### src/rtl/mdiv_pkg.sv
package mdiv_pkg;
  // strobes from the sequencer to the datapath
  typedef struct packed {
    logic load;  // capture operands and perform the first trial subtraction
    logic step;  // one shift-and-subtract iteration
    logic last;  // this iteration fills the least significant quotient bit
  } mdiv_ctl_t;
endpackage

### src/rtl/mdiv_ctrl.sv
module mdiv_ctrl
  import mdiv_pkg::*;
#(
  parameter int MANT_W = 12
) (
  input  logic      clk,
  input  logic      rstN,
  input  logic      start,
  input  logic      firstNeg,
  output mdiv_ctl_t ctl,
  output logic      busy,
  output logic      done
);
  localparam int CNT_W = $clog2(MANT_W + 1);

  logic [CNT_W-1:0] bitsLeft;

  always_comb begin
    ctl.load = start && !busy;
    ctl.step = busy;
    ctl.last = busy && (bitsLeft == CNT_W'(1));
  end

  always_ff @(posedge clk) begin
    if (!rstN) begin
      busy     <= 1'b0;
      bitsLeft <= '0;
      done     <= 1'b0;
    end else begin
      done <= ctl.last;
      if (ctl.load) begin
        busy     <= 1'b1;
        // one extra iteration when the first subtraction yields no bit
        bitsLeft <= firstNeg ? CNT_W'(MANT_W) : CNT_W'(MANT_W - 1);
      end else if (ctl.step) begin
        bitsLeft <= bitsLeft - CNT_W'(1);
        if (ctl.last) busy <= 1'b0;
      end
    end
  end
endmodule

### src/rtl/mdiv_dpath.sv
module mdiv_dpath
  import mdiv_pkg::*;
#(
  parameter int MANT_W = 12,
  parameter int EXP_W  = 8
) (
  input  logic              clk,
  input  logic              rstN,
  input  mdiv_ctl_t         ctl,
  input  logic [MANT_W-1:0] dividend,
  input  logic [MANT_W-1:0] divisor,
  input  logic [EXP_W-1:0]  dividendExp,
  input  logic [EXP_W-1:0]  divisorExp,
  output logic              firstNeg,
  output logic [MANT_W-1:0] quotient,
  output logic [EXP_W:0]    quotientExp,
  output logic              sticky
);
  localparam int REM_W = MANT_W + 1;  // holds a shifted remainder below 2Y
  localparam int DIF_W = MANT_W + 2;  // one more for the borrow

  logic [MANT_W-1:0] divReg;
  logic [REM_W-1:0]  rem, remShift, remNext;
  logic [DIF_W-1:0]  initDiff, trial;
  logic              bitOk;
  logic [EXP_W:0]    expA, expB;

  always_comb begin
    initDiff = {2'b00, dividend} - {2'b00, divisor};
    firstNeg = initDiff[DIF_W-1];
    remShift = {rem[REM_W-2:0], 1'b0};
    trial    = {1'b0, remShift} - {2'b00, divReg};
    bitOk    = !trial[DIF_W-1];
    remNext  = bitOk ? trial[REM_W-1:0] : remShift;
    expA     = {dividendExp[EXP_W-1], dividendExp};
    expB     = {divisorExp[EXP_W-1], divisorExp};
  end

  always_ff @(posedge clk) begin
    if (!rstN) begin
      divReg      <= '0;
      rem         <= '0;
      quotient    <= '0;
      quotientExp <= '0;
      sticky      <= 1'b0;
    end else if (ctl.load) begin
      divReg      <= divisor;
      rem         <= firstNeg ? {1'b0, dividend} : initDiff[REM_W-1:0];
      quotient    <= {{(MANT_W-1){1'b0}}, !firstNeg};
      quotientExp <= expA - expB - {{EXP_W{1'b0}}, firstNeg};
      sticky      <= 1'b0;
    end else if (ctl.step) begin
      rem      <= remNext;
      quotient <= {quotient[MANT_W-2:0], bitOk};
      if (ctl.last) sticky <= |remNext;
    end
  end
endmodule

### src/rtl/mant_divider.sv
module mant_divider
  import mdiv_pkg::*;
#(
  parameter int MANT_W = 12,
  parameter int EXP_W  = 8
) (
  input  logic              clk,
  input  logic              rstN,
  input  logic              start,
  input  logic [MANT_W-1:0] dividend,
  input  logic [MANT_W-1:0] divisor,
  input  logic [EXP_W-1:0]  dividendExp,
  input  logic [EXP_W-1:0]  divisorExp,
  output logic [MANT_W-1:0] quotient,
  output logic [EXP_W:0]    quotientExp,
  output logic              sticky,
  output logic              done
);
  mdiv_ctl_t ctl;
  logic      firstNeg;
  logic      busy;

  mdiv_ctrl #(.MANT_W(MANT_W)) u_ctrl (
    .clk(clk), .rstN(rstN), .start(start), .firstNeg(firstNeg),
    .ctl(ctl), .busy(busy), .done(done)
  );

  mdiv_dpath #(.MANT_W(MANT_W), .EXP_W(EXP_W)) u_dpath (
    .clk(clk), .rstN(rstN), .ctl(ctl),
    .dividend(dividend), .divisor(divisor),
    .dividendExp(dividendExp), .divisorExp(divisorExp),
    .firstNeg(firstNeg), .quotient(quotient),
    .quotientExp(quotientExp), .sticky(sticky)
  );
endmodule

### config.mk
export PLATFORM = sky130hd
export DESIGN_NAME = mant_divider
export DESIGN_NICKNAME = d
export VERILOG_FILES = /design/src/rtl/mdiv_pkg.sv /design/src/rtl/mdiv_ctrl.sv /design/src/rtl/mdiv_dpath.sv /design/src/rtl/mant_divider.sv
export SDC_FILE = /design/constraint.sdc
export NUM_CORES = 1
export LEC_CHECK = 0
export BUFFER_PORTS_ARGS = -buffer_cell sky130_fd_sc_hd__buf_2
export CORE_MARGIN = 2
export CORE_UTILIZATION = 45
export CTS_CLUSTER_DIAMETER = 30
export DETAILED_ROUTE_END_ITERATION = 10
export GPL_TIMING_DRIVEN = 0
export PLACE_DENSITY = 0.69
export RECOVER_POWER = 100
export SLEW_MARGIN = 40
export SYNTH_ARGS = -nofsm -noshare
export SYNTH_HDL_FRONTEND = slang
export SYNTH_SLANG_ARGS = --single-unit
export TNS_END_PERCENT = 10
### constraint.sdc
create_clock -name clk -period 10.95 [get_ports clk]
set_clock_uncertainty 0.05 [all_clocks]
set_input_delay 0.5475 -clock clk [delete_from_list [all_inputs] [get_ports clk]]
set_output_delay 0.5475 -clock clk [all_outputs]
set_load 0.02 [all_outputs]
After elaboration in Yosys (flattened, before gate mapping)
Cells that the tools add are included.

Flip-flop bits (word level): 52. Bits of input ports: 43. Logic and storage cells: 37.

$add $sub $neg: 5. Eq/ne operators: 1. Muxes and demuxes: 12. Bitwise gates (word level): 1. Reductions and logical operators: 9.

Operators by type and width (number): $mux 12 (3); $sub 13x12->14 (1); $mux 13 (1); $reduce_or 13->1 (1); $sub 12x12->13 (1); $sub 8x8->9 (1); $sub 9x1->9 (1); $mux 4 (2); $mux 1 (5); $eq 4x1->1 const B (1); $sub 4x1->4 const B (1); $logic_not 1->1 (3); $mux 3 (1); $logic_and 1x1->1 (2); $reduce_and 2->1 (1); $reduce_bool 2->1 (1); $reduce_or 2->1 (1); $not 1->1 (1).

Longest topological paths before layout
Gate-level depths: netlist (run 1).

Depth after elaboration: 5. Gate-level depth with buffers: 20.

Modules after synthesis
Synthesis (run 1) repeated with hierarchy kept, for this count alone.

Cells, all modules: 487. Area, all modules: 4018.9 µm².

Modules (own cells, without submodules): mdiv_dpath (instances 1, cells each 452, area each 3693.5 µm², sequential area each 920.9 µm²); mdiv_ctrl (instances 1, cells each 35, area each 325.3 µm², sequential area each 120.1 µm²).

Least setup slack after synthesis (run 1)
OpenSTA, ideal clock, no wires.

Path type: input-to-reg. Start point: input divisor[2]. End point: register u_dpath.quotientExp[8]. Library setup time: 131 ps. Arrival: 4016 ps. Data required time: 10769 ps. Setup slack: 6753 ps. Stages: 18. Path buffers: 0. Cells stage by stage: inv_1 ha_1 nor2b_1 o31a_1 o41ai_2 o21ai_1 o22ai_4 inv_4 fa_1 fa_1 nand2b_1 a21o_1 a21o_1 a21oi_1 o21bai_1 a21oi_1 xnor2_1 o21ai_0.

Longest elaborated chain between the ends: 2.

Ends and longest elaborated chain: start: declaration (line mant_divider.sv:11) `input logic [MANT_W-1:0] divisor,`; $sub 12x12->13 (line mdiv_dpath.sv:29) `initDiff = {2'b00, dividend} - {2'b00, divisor};`; $sub 9x1->9 (line mdiv_dpath.sv:50) `quotientExp <= expA - expB - {{EXP_W{1'b0}}, firstNeg};`; end signal: assignment (line mdiv_dpath.sv:50); end: declaration (line mdiv_dpath.sv:16) `output logic [EXP_W:0] quotientExp,`.

No other way between the ends. A chain may end at the register's enable or synchronous reset.

Worst setup path in the final report (run 1)
Start point: input dividend[2]. End point: register u_dpath.quotientExp[8].

Longest elaborated chain between the ends: 2.

Ends and longest elaborated chain: start: declaration (line mant_divider.sv:10) `input logic [MANT_W-1:0] dividend,`; $sub 12x12->13 (line mdiv_dpath.sv:29); $sub 9x1->9 (line mdiv_dpath.sv:50).

No other way between the ends.

==> results.md, run 1 <==
- Final Total Pwr: 0.0007262 W
- Main combinational cell family by area after synthesis: compound AO/OA/AOI/OAI gates
- # DRC: 0
- # rows: 33
- Crit path required time: 11.09 ns
- HPWL Detailed: 7547 µm
- Maximum vdd drop: 0.07413 mV
- Netlist cell types: 55
- Synth Area in Simple Gates: 17.50%
- CTS hold repair buffers: 0
- P_leak: 1.920 nW
- Reg area: 1041 µm²
- Routed WL per cell: 14.08 µm
- Status: finished clean
- Largest net degree at the start of global routing: 17
- Share of cells above drive strength 1: 10.85%
- Die Ht: 96.27 µm
- Die Wd: 96.27 µm
- Routed Antenna Nets: 0
- Antenna cells: 0
- DR vias/cell: 5.354
- Adder-cell share of the synthesized area: 14.83%
- Max-slew violation count: 0
- Top FF cell, synth: dfxtp_1
- Multiplexer share of the synthesized area: 5.552%
- R2R Setup Slk: 7.75 ns
- Post-Syn Area: 3831 µm²
- # H-tree levels: 2
- Die ar.: 9268 µm²
- Post_cts resized: 0
- Clk buf depth: 2
- Crit path kind: in -> reg
- CTS Sinks: 52
- Reg clk slew, reported paths: 0.09 ns
- Worst Setup End Kind: flip-flop
- Initial Util: 46.63%
- Compound-gate portion of the synthesized area: 23.22%
- Num ports: 66
- Vias: 3,523
- Power Dens Cells: 167.6 nW/µm²
- Max transition margin: 34.92%
- Clock Latency Late Sink: 0.31 ns
- YS warnings: 0
- Syn_area_per_cell: 7.982 µm²
- Setup TNS: 0 ns
- Async set-reset flop share out of synthesis: 0%
- Fmax: 176.0 MHz
- Tcrit/Tclk final: 51.89%
- Maxcap violations: 0
- Layout area overhead: 13.06%
- Startpoint Class: input pin
- RSZ-0062 raised after global routing: no
- Syn nets: 566
- Synthesis-stage register bit count: 52
- Pre-antenna DRT Iters: 4
- Core Region: 8217 µm²
- DRT iter0 DRCs: 218
- Initial antenna violation count: 0
- Fin. Hold Viols: 0
- Fillers: 791
- Worst hold stages: 2
- Final setup violation count: 0
- Syn Inst Count: 480
- Crit path DAT: 5.82 ns
- Sequential cell area fraction in the yosys report: 27.17%
- Worst min-delay path class: reg -> reg
- WL final: 9266 µm
- Post-synth EDFFs: 0
- Fin nets: 638
- Worst-path fanout max: 10
- Routability Congestion: 0.8737
- CTS Buf Count: 5
- GRT Util Overall: 21.08%
- Total global routing overflow: 0
- XOR/XNOR share of the synthesized area: 4.801%
- Reg2Reg Depth: 9
- Postcts setup bufs: 0
- First-pass GRT wire length: 15,440 µm
- Worst Max-Slew Pin Slew: 0.9659 ns
- PortBufs: 65
- Vias in the first global route: 3,322
- Multi-input logic area: 2492 µm²
- Root buf cell: clkbuf_8
- Tmin final: 5.682 ns
- CTS tree: done
## power by group
group | leakage [nW] | internal (W) | switching, W | total, W
Combinational | 1.44 | 0.000160 | 0.000205 | 0.000365
Sequential | 0.426 | 0.000209 | 0.0000196 | 0.000229
Clock | 0.0558 | 0.0000691 | 0.0000636 | 0.000133
## synthesized netlist by cell type (3+ instances only)
master | number | share of area (%)
a21oi_1 | 43 | 5.6
dfxtp_1 | 52 | 27
clkbuf_1 | 11 | 1.1
xor2_1 | 10 | 2.3
a31oi_1 | 4 | 0.65
nand2_1 | 53 | 5.2
nand2b_1 | 9 | 1.5
ha_1 | 39 | 13
mux2i_1 | 19 | 5.0
inv_1 | 52 | 5.1
nand3b_1 | 3 | 0.59
a31o_2 | 3 | 0.69
nor2b_1 | 5 | 0.82
and2_1 | 5 | 0.82
o31ai_1 | 3 | 0.59
o22ai_1 | 3 | 0.49
fa_1 | 4 | 2.1
o21a_1 | 9 | 1.8
xnor2_1 | 11 | 2.5
a211oi_1 | 6 | 1.2
nor2_1 | 37 | 3.6
o21ai_0 | 21 | 2.7
a211o_1 | 3 | 0.69
nor3_1 | 14 | 1.8
a21o_1 | 9 | 1.8
nand3_1 | 6 | 0.78
o221ai_1 | 8 | 1.8
## kinds of logic after synthesis
kind of cell,count (synthesis)
adder cells (fa/ha/maj),43
AND/OR/NAND/NOR,144
AO/OA/AOI/OAI,131
flip-flops,52
XOR/XNOR,21
buffers and inverters,68
multiplexers,21
## cell usage in the layout (no fill, tap or decap), types with 19 or more instances in the layout
cell type | Yosys | routed
o21ai_0 | 21 | 23
nand2_1 | 53 | 53
clkbuf_1 | 11 | 39
ha_1 | 39 | 39
inv_1 | 52 | 52
dfxtp_1 | 52 | 52
buf_2 | 0 | 41
mux2i_1 | 19 | 19
a21oi_1 | 43 | 43
nor2_1 | 37 | 37
## per-stage QoR
stage	setup WS [ns]	cells	cell area (µm²)	utilization (%)	hold slack, ns
6_report	5.268	658	4332	52.72	0.4110
2_1_floorplan	6.753	480	3831	-	0.3863
3_5_place_dp	6.144	650	4288	52.19	0.3981
3_3_place_gp	6.198	650	4288	52.19	0.3942
4_1_cts	6.463	658	4399	53.54	0.4104
5_1_grt	4.992	658	4332	52.72	0.4311
## worst paths after layout
kind | from | end
max | dividend[2] | u_dpath.quotientExp[8]
min | u_dpath.divReg[4] | u_dpath.divReg[4]
max reg2reg | u_dpath.divReg[10] | u_dpath.rem[6]
min reg2reg | u_dpath.divReg[4] | u_dpath.divReg[4]
## cell type report
cell class              instances  share of cell area [%]
inverters                      53                   4.622
well taps                     105                   3.033
repair buffers                 65                   6.817
clock buffers                   6                   1.675
multi-input cells             360                   57.54
clock inverters                 2                  0.8954
plain buffers                  15                   1.386
flip-flops and latches         52                   24.03
## registers in the layout, indices dropped and copies added, names as in the netlist
name                 count
u_ctrl.busy              1
u_dpath.quotientExp      9
u_dpath.divReg          12
u_dpath.rem             12
u_ctrl.bitsLeft          4
u_dpath.sticky           1
u_ctrl.done              1
u_dpath.quotient        12
## critical path: stages
cell and delay, ns:
clkbuf_1 0.11, ha_1 0.34, nor2b_1 0.18, o31a_1 0.28, o41ai_1 0.54, o21ai_0 0.29
o22ai_1 0.74, clkinvlp_2 0.55, fa_1 0.55, fa_1 0.40, nand2b_1 0.18, a21o_1 0.21
a21o_1 0.18, a21oi_1 0.22, o21bai_1 0.10, a21oi_1 0.19, xnor2_1 0.14, o21ai_0 0.08
## routing by layer
metal / GRT usage, % / vias to the layer above / wire length, µm
met4: 5.357 / 0 / 111
met2: 34.49 / 73 / 4308
met3: 2.506 / 7 / 424
li1: - / 1826 / -
met5: 0 / - / 0
met1: 29.36 / 1617 / 4422
Power figures use the tool's default switching activity.
==> inputs of run 2 (changes only) <==
==> constraint.sdc (replaced) <==
create_clock -name clk -period 5.9 [get_ports clk]
set_clock_uncertainty 0.05 [all_clocks]
set_input_delay 0.295 -clock clk [delete_from_list [all_inputs] [get_ports clk]]
set_output_delay 0.295 -clock clk [all_outputs]
set_load 0.02 [all_outputs]
==> run 2 against run 1 <==
  * Count of clock-buffer cells in the layout stayed put
  * Sequential cell count stayed put
  * Sequential power is 85% higher
  * Worst setup slack worse by 4.3 ns
  * Critical path type unchanged
  * Sequential share of layout area hardly changed
==> results.md, run 2 (synthesis results as in run 1) <==
- Clk buf depth: 2
- P_leak: 1.922 nW
- Worst hold stages: 3
- First-pass GRT wire length: 15,440 µm
- Critical R2R Capture: u_dpath.rem[6]
- Origin of the critical flop-to-flop path: u_dpath.divReg[10]
- Vias: 3,550
- Num ports: 66
- Max-slew violation count: 0
- Worst Setup End Kind: flip-flop
- Reg2Reg Depth: 9
- Setup TNS: 0 ns
- Root buf cell: clkbuf_8
- # H-tree levels: 2
- Core Region: 8217 µm²
- CTS tree: done
- Post_cts resized: 0
- Die Wd: 96.27 µm
- Status: finished clean
- Routability Congestion: 0.8737
- DRT iter0 DRCs: 216
- Worst Max-Slew Pin Slew: 1.005 ns
- PortBufs: 65
- Die Ht: 96.27 µm
- Hold_sp: divisor[11]
- Final setup violation count: 0
- Routed Antenna Nets: 0
- Max transition margin: 33.03%
- Crit path required time: 6.04 ns
- Worst min-delay path class: in -> reg
- Routed WL per cell: 14.11 µm
- Postcts setup bufs: 0
- Layout area overhead: 13.00%
- DR vias/cell: 5.395
- Share of cells above drive strength 1: 10.67%
- CTS Buf Count: 5
- HPWL Detailed: 7547 µm
- Crit path kind: in -> reg
- # rows: 33
- Crit path DAT: 5.08 ns
- Total global routing overflow: 0
- Hold path endpoint: u_dpath.divReg[11]
- Fin. Hold Viols: 0
- R2R Setup Slk: 2.45 ns
- Tcrit/Tclk final: 83.84%
- Worst-path fanout max: 10
- CTS Sinks: 52
- Power Dens Cells: 310.4 nW/µm²
- Vias in the first global route: 3,322
- Tmin final: 4.946 ns
- WL final: 9286 µm
- GRT Util Overall: 21.08%
- Final Total Pwr: 0.001344 W
- Startpoint Class: input pin
- Pre-antenna DRT Iters: 4
- Largest net degree at the start of global routing: 17
- RSZ-0062 raised after global routing: no
- Initial Util: 46.63%
- Regs by FF count: u_dpath.divReg (12), u_dpath.quotient (12), u_dpath.rem (12)
- CTS hold repair buffers: 0
- Reg clk slew, reported paths: 0.09 ns
- Fmax: 202.2 MHz
- Maxcap violations: 0
- Antenna cells: 0
- Die ar.: 9268 µm²
- # DRC: 0
- Most frequent cells in the layout: nand2_1 (53), inv_1 (52), dfxtp_1 (52), a21oi_1 (43), buf_2 (41)
- Initial antenna violation count: 0
- Most common cell after layout, fill and taps aside: nand2_1
- Fin nets: 638
- Clock Latency Late Sink: 0.32 ns
- Maximum vdd drop: 0.1380 mV
## run 2: cell types whose count changed in the layout (fill, tap and decap cells not counted), sizes merged
cell | previous run | this run
buf | 42 | 41
clkbuf | 44 | 45
clkinvlp | 1 | 0
inv | 53 | 54
## run 2: stage by stage
stage | std cells | hold WS, ns | instance area (µm²) | utilization [%] | setup WS, ns
detailed placement | 650 | 0.3981 | 4288 | 52.19 | 1.347
global placement | 650 | 0.3942 | 4288 | 52.19 | 1.400
CTS | 658 | 0.1746 | 4399 | 53.54 | 1.665
floorplan | 480 | 0.3810 | 3831 | - | 1.955
global route | 658 | 0.1891 | 4329 | 52.69 | 0.7477
finish | 658 | 0.1803 | 4329 | 52.69 | 0.9536
## run 2: power by group
group / total (W) / switching (W) / internal (W)
clock network: 0.000246 / 0.000118 / 0.000128
registers: 0.000424 / 0.0000360 / 0.000388
logic: 0.000673 / 0.000381 / 0.000293
## run 2: how the worst max path moves through the flow
stage               depth (start not counted)        start  slack (ns)                     end
global placement                           18  dividend[2]        1.40  u_dpath.quotientExp[8]
CTS                                        18  dividend[2]        1.67  u_dpath.quotientExp[8]
floorplan                                  18   divisor[2]        1.96  u_dpath.quotientExp[8]
detailed placement                         18  dividend[2]        1.35  u_dpath.quotientExp[8]
finish                                     18  dividend[2]        0.95  u_dpath.quotientExp[8]
global route                               18  dividend[2]        0.75  u_dpath.quotientExp[8]
## run 2: routing by layer
| layer | GRT usage (%) | vias up | routed length (µm) |
|---|---|---|---|
| li1 | - | 1824 | - |
| met1 | 29.36 | 1619 | 4366 |
| met2 | 34.49 | 100 | 4289 |
| met3 | 2.506 | 7 | 519 |
| met4 | 5.357 | 0 | 111 |
| met5 | 0 | - | 0 |
## run 2: area by class of cell
type | instances | area (µm²)
clock inverters | 2 | 38.79
inverters | 53 | 201.4
well taps | 105 | 131.4
fillers | 792 | 3887
multi-input cells | 360 | 2492
repair buffers | 65 | 295.3
flip-flops and latches | 52 | 1041
plain buffers | 15 | 56.30
clock buffers | 6 | 72.57
## run 2: worst max-delay path, cell delays in order
cell and delay (ns):
clkbuf_1 0.11, ha_1 0.35, nor2b_1 0.18, o31a_1 0.28, o41ai_1 0.56, o21ai_1 0.22, o22ai_1 0.81, inv_4 0.11
fa_1 0.47, fa_1 0.40, nand2b_1 0.18, a21o_1 0.21, a21o_1 0.18, a21oi_1 0.22, o21bai_1 0.10, a21oi_1 0.19
xnor2_1 0.14, o21ai_0 0.08
